===== config.mk =====
export PLATFORM = sky130hd
export DESIGN_NAME = acc_alu
export DESIGN_NICKNAME = d
export VERILOG_FILES = /design/src/rtl/acc_alu_pkg.sv /design/src/rtl/acc_alu_arith.sv /design/src/rtl/acc_alu_logic.sv /design/src/rtl/acc_alu_szp.sv /design/src/rtl/acc_alu.sv
export SDC_FILE = /design/constraint.sdc
export NUM_CORES = 1
export LEC_CHECK = 0
export ABC_AREA = 1
export BUFFER_PORTS_ARGS = -buffer_cell sky130_fd_sc_hd__buf_2
export CORE_ASPECT_RATIO = 1.4
export CORE_MARGIN = 2
export CORE_UTILIZATION = 50
export DETAILED_ROUTE_END_ITERATION = 8
export PLACE_DENSITY = 0.83
export SYNTH_ARGS = -nofsm -noshare
export SYNTH_HDL_FRONTEND = slang
export SYNTH_SLANG_ARGS = --single-unit
export TNS_END_PERCENT = 100

===== constraint.sdc =====
create_clock -name clk -period 1.4 [get_ports clk]
set_clock_uncertainty 0.05 [all_clocks]
set_input_delay 0.42 -clock clk [delete_from_list [all_inputs] [get_ports clk]]
set_output_delay 0.42 -clock clk [all_outputs]
set_load 0.1 [all_outputs]

===== src/rtl/acc_alu_pkg.sv =====
package acc_alu_pkg;

   localparam int OP_W   = 5;
   localparam int FLAG_W = 8;

   typedef enum logic [OP_W-1:0] {
      OP_ADD = 5'd0,
      OP_ADC = 5'd1,
      OP_SUB = 5'd2,
      OP_SBB = 5'd3,
      OP_AND = 5'd4,
      OP_XOR = 5'd5,
      OP_OR  = 5'd6,
      OP_CMP = 5'd7,
      OP_INC = 5'd8,
      OP_DEC = 5'd9,
      OP_CMA = 5'd10,
      OP_CMC = 5'd11,
      OP_STC = 5'd12,
      OP_RLC = 5'd13,
      OP_RRC = 5'd14,
      OP_RAL = 5'd15,
      OP_RAR = 5'd16
   } alu_op_e;

   localparam int FB_S  = 7;
   localparam int FB_Z  = 6;
   localparam int FB_AC = 4;
   localparam int FB_P  = 2;
   localparam int FB_CY = 0;

   localparam logic [FLAG_W-1:0] FLAG_RESET = 8'h02;

   function automatic logic [FLAG_W-1:0] pack_flags(input logic s, input logic z,
                                                    input logic ac, input logic p,
                                                    input logic cy);
      return {s, z, 1'b0, ac, 1'b0, p, 1'b1, cy};
   endfunction

endpackage


===== src/rtl/acc_alu_arith.sv =====
module acc_alu_arith #(
   parameter int DATA_W = 8
) (
   input  logic [DATA_W-1:0] a,
   input  logic [DATA_W-1:0] b,
   input  logic              sub,
   input  logic              cin,
   output logic [DATA_W-1:0] res,
   output logic              cout,
   output logic              half
);
   localparam int NIB = DATA_W / 2;

   logic [DATA_W:0] wide;
   logic [NIB:0]    low;

   always_comb begin
      if (sub) begin
         wide = {1'b0, a} - {1'b0, b} - {{DATA_W{1'b0}}, cin};
         low  = {1'b0, a[NIB-1:0]} - {1'b0, b[NIB-1:0]} - {{NIB{1'b0}}, cin};
      end else begin
         wide = {1'b0, a} + {1'b0, b} + {{DATA_W{1'b0}}, cin};
         low  = {1'b0, a[NIB-1:0]} + {1'b0, b[NIB-1:0]} + {{NIB{1'b0}}, cin};
      end
      res  = wide[DATA_W-1:0];
      cout = wide[DATA_W];
      half = low[NIB];
   end

   // the nibble carry must never be set on an add of two zero low nibbles without carry-in
   always_comb begin
      if (!sub && !cin && a[NIB-1:0] == '0 && b[NIB-1:0] == '0)
         nibble_zero_chk: assert (!half);
   end
endmodule


===== src/rtl/acc_alu_logic.sv =====
module acc_alu_logic
   import acc_alu_pkg::*;
#(
   parameter int DATA_W = 8
) (
   input  alu_op_e           op,
   input  logic [DATA_W-1:0] a,
   input  logic [DATA_W-1:0] b,
   input  logic              cy_in,
   output logic [DATA_W-1:0] res,
   output logic              cy_out
);
   localparam int MSB = DATA_W - 1;

   always_comb begin
      res    = a;
      cy_out = cy_in;
      case (op)
         OP_AND: res = a & b;
         OP_XOR: res = a ^ b;
         OP_OR:  res = a | b;
         OP_CMA: res = ~a;
         OP_CMC: cy_out = ~cy_in;
         OP_STC: cy_out = 1'b1;
         OP_RLC: begin
            res    = {a[MSB-1:0], a[MSB]};
            cy_out = a[MSB];
         end
         OP_RRC: begin
            res    = {a[0], a[MSB:1]};
            cy_out = a[0];
         end
         OP_RAL: begin
            res    = {a[MSB-1:0], cy_in};
            cy_out = a[MSB];
         end
         OP_RAR: begin
            res    = {cy_in, a[MSB:1]};
            cy_out = a[0];
         end
         default: ;
      endcase
   end
endmodule


===== src/rtl/acc_alu_szp.sv =====
module acc_alu_szp #(
   parameter int DATA_W = 8
) (
   input  logic [DATA_W-1:0] val,
   output logic              s,
   output logic              z,
   output logic              p
);
   assign s = val[DATA_W-1];
   assign z = (val == '0);
   assign p = ~^val;
endmodule


===== src/rtl/acc_alu.sv =====
module acc_alu
   import acc_alu_pkg::*;
#(
   parameter int DATA_W  = 8,
   parameter bit REG_OUT = 1'b1
) (
   input  logic              clk,
   input  logic              rst_n,
   input  logic [OP_W-1:0]   op_code,
   input  logic [DATA_W-1:0] operand,
   input  logic [DATA_W-1:0] acc_in,
   input  logic [FLAG_W-1:0] flags_in,
   output logic [DATA_W-1:0] acc_out,
   output logic [FLAG_W-1:0] flags_out
);
   localparam logic [DATA_W-1:0] ONE = {{(DATA_W-1){1'b0}}, 1'b1};

   generate
      if (DATA_W < 4 || (DATA_W % 2) != 0) begin : g_bad_width
         $error("acc_alu: DATA_W must be even and at least 4");
      end
   endgenerate

   alu_op_e op;
   assign op = alu_op_e'(op_code);

   logic              cy_cur;
   logic [FLAG_W-1:0] flags_norm;
   assign cy_cur     = flags_in[FB_CY];
   assign flags_norm = pack_flags(flags_in[FB_S], flags_in[FB_Z], flags_in[FB_AC],
                                  flags_in[FB_P], flags_in[FB_CY]);

   logic              is_step, is_sub, is_logic, ar_cin;
   logic [DATA_W-1:0] ar_b;
   assign is_step  = (op == OP_INC) || (op == OP_DEC);
   assign is_sub   = (op == OP_SUB) || (op == OP_SBB) || (op == OP_CMP) || (op == OP_DEC);
   assign is_logic = (op == OP_AND) || (op == OP_XOR) || (op == OP_OR);
   assign ar_cin   = ((op == OP_ADC) || (op == OP_SBB)) ? cy_cur : 1'b0;
   assign ar_b     = is_step ? ONE : operand;

   logic [DATA_W-1:0] ar_res, lg_res, szp_src;
   logic              ar_cout, ar_half, lg_cy;
   logic              f_s, f_z, f_p;

   acc_alu_arith #(.DATA_W(DATA_W)) u_arith (
      .a(acc_in), .b(ar_b), .sub(is_sub), .cin(ar_cin),
      .res(ar_res), .cout(ar_cout), .half(ar_half)
   );

   acc_alu_logic #(.DATA_W(DATA_W)) u_logic (
      .op(op), .a(acc_in), .b(operand), .cy_in(cy_cur),
      .res(lg_res), .cy_out(lg_cy)
   );

   assign szp_src = is_logic ? lg_res : ar_res;

   acc_alu_szp #(.DATA_W(DATA_W)) u_szp (
      .val(szp_src), .s(f_s), .z(f_z), .p(f_p)
   );

   logic [DATA_W-1:0] acc_nxt;
   logic [FLAG_W-1:0] flags_nxt;

   always_comb begin
      acc_nxt   = acc_in;
      flags_nxt = flags_norm;
      case (op)
         OP_ADD, OP_ADC, OP_SUB, OP_SBB: begin
            acc_nxt   = ar_res;
            flags_nxt = pack_flags(f_s, f_z, ar_half, f_p, ar_cout);
         end
         OP_CMP:
            flags_nxt = pack_flags(f_s, f_z, ar_half, f_p, ar_cout);
         OP_INC, OP_DEC: begin
            acc_nxt   = ar_res;
            flags_nxt = pack_flags(f_s, f_z, ar_half, f_p, cy_cur);
         end
         OP_AND, OP_XOR, OP_OR: begin
            acc_nxt   = lg_res;
            flags_nxt = pack_flags(f_s, f_z, 1'b0, f_p, 1'b0);
         end
         OP_CMA, OP_CMC, OP_STC, OP_RLC, OP_RRC, OP_RAL, OP_RAR: begin
            acc_nxt            = lg_res;
            flags_nxt[FB_CY]   = lg_cy;
         end
         default: ;
      endcase
   end

   generate
      if (REG_OUT) begin : g_reg
         always_ff @(posedge clk or negedge rst_n) begin
            if (!rst_n) begin
               acc_out   <= '0;
               flags_out <= FLAG_RESET;
            end else begin
               acc_out   <= acc_nxt;
               flags_out <= flags_nxt;
            end
         end


         cmp_keeps_acc_chk: assert property (@(posedge clk) disable iff (!rst_n)
            (op == OP_CMP) |=> (acc_out == $past(acc_in)));


         step_keeps_cy_chk: assert property (@(posedge clk) disable iff (!rst_n)
            ((op == OP_INC) || (op == OP_DEC)) |=> (flags_out[FB_CY] == $past(flags_in[FB_CY])));


         zero_flag_chk: assert property (@(posedge clk) disable iff (!rst_n)
            (op_code <= 5'd6 || op == OP_INC || op == OP_DEC)
               |=> (flags_out[FB_Z] == (acc_out == '0)));


         parity_flag_chk: assert property (@(posedge clk) disable iff (!rst_n)
            (op_code <= 5'd6 || op == OP_INC || op == OP_DEC)
               |=> (flags_out[FB_P] == ~^acc_out));


         rotate_flags_chk: assert property (@(posedge clk) disable iff (!rst_n)
            (op_code >= 5'd13 && op_code <= 5'd16)
               |=> (flags_out[FLAG_W-1:FB_P] ==
                    $past({flags_in[FB_S], flags_in[FB_Z], 1'b0, flags_in[FB_AC], 1'b0, flags_in[FB_P]})));


         cmc_flip_chk: assert property (@(posedge clk) disable iff (!rst_n)
            (op == OP_CMC) |=> (flags_out[FB_CY] != $past(flags_in[FB_CY])));
      end else begin : g_comb
         assign acc_out   = acc_nxt;
         assign flags_out = flags_nxt;
      end
   endgenerate
endmodule


==> results of run 1 <==
timing repair:
item	in CTS
gates resized for setup	38
setup endpoints to repair	13
setup buffers	11
pin swaps	28
cells by family after synthesis:
logic type	synth area share
adder cells (fa/ha/maj)	0.215
AND/OR/NAND/NOR	0.407
buffers and inverters	0.116
AO/OA/AOI/OAI	0.109
other	0.00273
flip-flops	0.118
XOR/XNOR	0.0318
per-stage QoR:
| step | hold WS [ns] | worst slack [ns] | std cells | utilization |
|---|---|---|---|---|
| 2_1_floorplan | 0.0744 | -2.29 | 418 | - |
| 3_3_place_gp | 0.251 | -2.35 | 619 | 0.735 |
| 3_5_place_dp | 0.256 | -2.55 | 619 | 0.735 |
| 4_1_cts | 0.00207 | -2.08 | 632 | 0.789 |
per-layer routing:
metal / GRT overflow / track usage
met5: 0 / 0.0288
met4: 0 / 0.505
met3: 0 / 0.270
met2: 1 / 0.752
met1: 0 / 0.522
==> flow_metrics.tcl, run 1 <==
set metrics [dict create \
    status "stopped before the end" \
    lastStage "5_1_grt" \
    stop_error "[ERROR GRT-0232] Routing congestion too high. Check the congestion heatmap in the GUI." \
    rows 32 \
    grt.overflow.total 1 \
    numCtsBuffers 3 \
    netlist_instances 417 \
    synth_flop_cell "dfrtp_1" \
    synth_area_leader_cell "ha_1" \
    grt_max_degree 14 \
    synth.ff_latch_count 13 \
    synth_area_leaders "ha_1 (19%), nand2_1 (15%), dfrtp_1 (12%)" \
    placed_area_um2 3970 \
    die_height_um 91.8 \
    synth_top_area_frac 0.186 \
    synthTopCellsByCount "nand2_1 (108), inv_1 (56), ha_1 (41), nor2_1 (34), nand3_1 (32)" \
    synthArstFlopShare 1.00 \
    holdBufCountCts 0 \
    yosysUniqueCellTypes 35 \
    cts_buffer_depth 2 \
    synth.avg_cell_area_um2 6.60 \
    gp_congestion 0.962 \
    die_w_um 66.7 \
    yosysWarningCount 0 \
    grt_util_all_layers 0.524 \
    io_buffers 40 \
    initial_core_util 0.509 \
    synth-edff-count 0 \
    netlist_area_um2 2750 \
    yosysSeqAreaShare 0.118 \
    clkSinkCount 13 \
    yosysMostFrequentCell "nand2_1" \
    h-tree-depth 1 \
    ioPinCount 47 \
    timing.worst_endpoint.kind "register input" \
    dp_hpwl_mm 8.19 \
    clock_tree.root_cell "clkbuf_8" \
    crit_endpoint "flags_out[2]$_DFF_PN0_/D" \
]
==> run 2: changes to the inputs <==
--- a/config.mk
+++ b/config.mk
@@ -7,11 +7,10 @@
 export LEC_CHECK = 0
 export ABC_AREA = 1
 export BUFFER_PORTS_ARGS = -buffer_cell sky130_fd_sc_hd__buf_2
-export CORE_ASPECT_RATIO = 1.4
 export CORE_MARGIN = 2
-export CORE_UTILIZATION = 50
+export CORE_UTILIZATION = 35
 export DETAILED_ROUTE_END_ITERATION = 8
-export PLACE_DENSITY = 0.83
+export PLACE_DENSITY_LB_ADDON = 0.15
 export SYNTH_ARGS = -nofsm -noshare
 export SYNTH_HDL_FRONTEND = slang
 export SYNTH_SLANG_ARGS = --single-unit
==> run 2 against run 1 <==
  * The flow now finishes, with violations (setup timing)
  * Synthesized cell count is the same
  * Area after synthesis unchanged
==> flow_metrics.tcl, run 2 <==
set metrics [dict create \
    drc 0 \
    die_height_um 92.7 \
    crit_required_ns 1.48 \
    setup_violations 13 \
    clkSinkCount 13 \
    maxCapViolations 0 \
    layout_commonest_cell "buf_4" \
    viasPerCell 4.80 \
    fin_crit_sh 2.52 \
    wl_per_cell_um 14.1 \
    largest_reg_flops 8 \
    nFillCells 757 \
    min_period_ns 3.53 \
    arrival_ns 3.61 \
    netlist_instances 417 \
    yosysUniqueCellTypes 35 \
    numCtsBuffers 3 \
    setup_ws_ns -2.13 \
    p_leak_nw 2.49 \
    gp_congestion 0.904 \
    synthArstFlopShare 1.00 \
    layout.nets 670 \
    critPathMaxFanout 3 \
    cts_buffer_depth 2 \
    dieArea_um2 8590 \
    synth.ff_latch_count 13 \
    multiInputGateArea_um2 2280 \
    critical_path_class "in2reg" \
    synth_area_leader_cell "ha_1" \
    ir_drop_mv 0.360 \
    rows 32 \
    h-tree-depth 1 \
    initial_core_util 0.358 \
    yosysMostFrequentCell "nand2_1" \
    clk_pin_slew_ns 0.05 \
    fin_setup_tns_ns -18.13 \
    holdBufCountCts 0 \
    p_comb_frac 0.758 \
    synth.avg_cell_area_um2 6.60 \
    grt_pass1_vias 3288 \
    die_w_um 92.7 \
    clock_tree.root_cell "clkbuf_8" \
    finalNonFillerCells 695 \
    synth_top_area_frac 0.186 \
    via_count 3338 \
    top_register "acc_out" \
    fmax_mhz 283 \
    place_inst 676 \
    synthTopCellsByCount "nand2_1 (108), inv_1 (56), ha_1 (41), nor2_1 (34), nand3_1 (32)" \
    p_switching_mw 1.59 \
    start_kind "primary input" \
    yosysSeqAreaShare 0.118 \
    violations "setup timing" \
    hp-class "in2async" \
    grt_antenna_before_repair 0 \
    grt_max_degree 14 \
    p_sw_frac 0.480 \
    slew_viol_final 0 \
    yosysWarningCount 0 \
    seq_area_um2 325 \
    powerDensity_nw_per_um2 733 \
    dr.pass1.iters 5 \
    dp_hpwl_mm 7.96 \
    synth-edff-count 0 \
    power_frac_seq 0.147 \
    drive_above_1_share 0.435 \
    area_growth_pct 64.4 \
    ioPinCount 47 \
    finalHoldViolCount 0 \
    clockPowerShare 0.095 \
    drt_iter0_drc 159 \
    reg_top3 "acc_out (8), flags_out (5)" \
    grt.overflow.total 0 \
    grt_util_all_layers 0.230 \
    cellInternalPower_mw 1.73 \
    status "finished with violations" \
    synth_area_leaders "ha_1 (19%), nand2_1 (15%), dfrtp_1 (12%)" \
    drtAntennaViolNets 0 \
    netlist_area_um2 2750 \
    synth_flop_cell "dfrtp_1" \
    core_area_um2 7690 \
    drt_wl_total_mm 9.81 \
    final_cell_mix "buf_4 (134), nand2_1 (97), inv_1 (54)" \
    post-place-ws_ns -2.48 \
    cts_tree "done" \
    io_buffers 40 \
    crit_path_end_kind "flop" \
    rsz0062_at_grt "yes" \
    grt_pass1_wl_mm 15.7 \
    insertedDiodeCount 0 \
]
[run 2: cell counts after synthesis]
No cell type changed its count.
[run 2: final timing paths]
path,startpoint,endpoint,slack (ns),cells after the start
worst max-delay path,op_code[2],flags_out[2],-2.13,24
worst min-delay path,rst_n,acc_out[4],0.003,1
max in group asynchronous,rst_n,flags_out[0],1.09,1
min in group clk,flags_in[6],flags_out[6],0.34,3
[run 2: repair_timing]
| action | CTS | global route |
|---|---|---|
| pin swaps | 32 | 14 |
| gates resized for setup | 37 | 12 |
| setup endpoints to repair | 13 | 13 |
| buffers inserted | 12 | 10 |
[run 2: metrics by stage]
| step | area [um^2] | utilization | hold WS (ns) | power [mW] |
|---|---|---|---|---|
| finish | 4530 | 0.589 | 0.00284 | 3.32 |
| global placement | 4190 | 0.545 | 0.258 | 2.77 |
| detailed placement | 4190 | 0.545 | 0.259 | 2.79 |
| global route | 4530 | 0.589 | 0.0144 | 3.56 |
| floorplan | 2800 | - | 0.0744 | 1.83 |
| CTS | 4460 | 0.580 | 0.00636 | 3.29 |
[run 2: cell families after synthesis]
group | after synthesis | share of synthesized area
simple gates | 221 | 0.407
other cells | 2 | 0.00273
buf+inv | 75 | 0.116
xor+xnor | 10 | 0.0318
fa+ha+maj | 45 | 0.215
flops | 13 | 0.118
compound gates | 51 | 0.109
[run 2: power groups by stage]
stage | logic, mW | clock network (mW) | registers, mW
after floorplan | 0.906 | 0 | 0.921
after global placement | 2.27 | 0 | 0.496
after detailed placement | 2.29 | 0 | 0.498
after CTS | 2.48 | 0.324 | 0.491
after global routing | 2.71 | 0.347 | 0.500
final | 2.51 | 0.315 | 0.490
[run 2: area by class of cell]
cell class | instances | area share
Sequential cell | 13 | 0.0718
Multi-Input combinational cell | 330 | 0.503
Clock buffer | 4 | 0.00995
Timing Repair Buffer | 178 | 0.328
Tap cell | 102 | 0.0282
Inverter | 68 | 0.0594
[run 2: worst max-delay path, cell delays in order]
cell     delay (ns)
buf_8          0.11
nor2_4         0.14
nand2_4        0.09
nor2_8         0.11
nor2_4         0.05
fa_1           0.53
inv_1          0.05
ha_2           0.15
nor2_1         0.09
inv_1          0.07
fa_2           0.37
o21ai_1        0.15
nand2_1        0.11
xnor2_1        0.16
nand2_1        0.09
nand3_1        0.09
nand2_1        0.06
inv_2          0.06
ha_4           0.19
xnor2_2        0.13
xnor2_1        0.19
nand2_1        0.07
o21ai_1        0.07
inv_1          0.05
[run 2: per-layer routing]
| layer | vias to the layer above | share of wire | global-route usage |
|---|---|---|---|
| li1 | 1691 | - | - |
| met1 | 1536 | 0.45 | 0.314 |
| met2 | 97 | 0.49 | 0.402 |
| met3 | 14 | 0.050 | 0.0146 |
| met4 | 0 | 0.014 | 0.0429 |
| met5 | - | 0 | 0 |
Note: power is estimated with default switching activity, not from simulation.
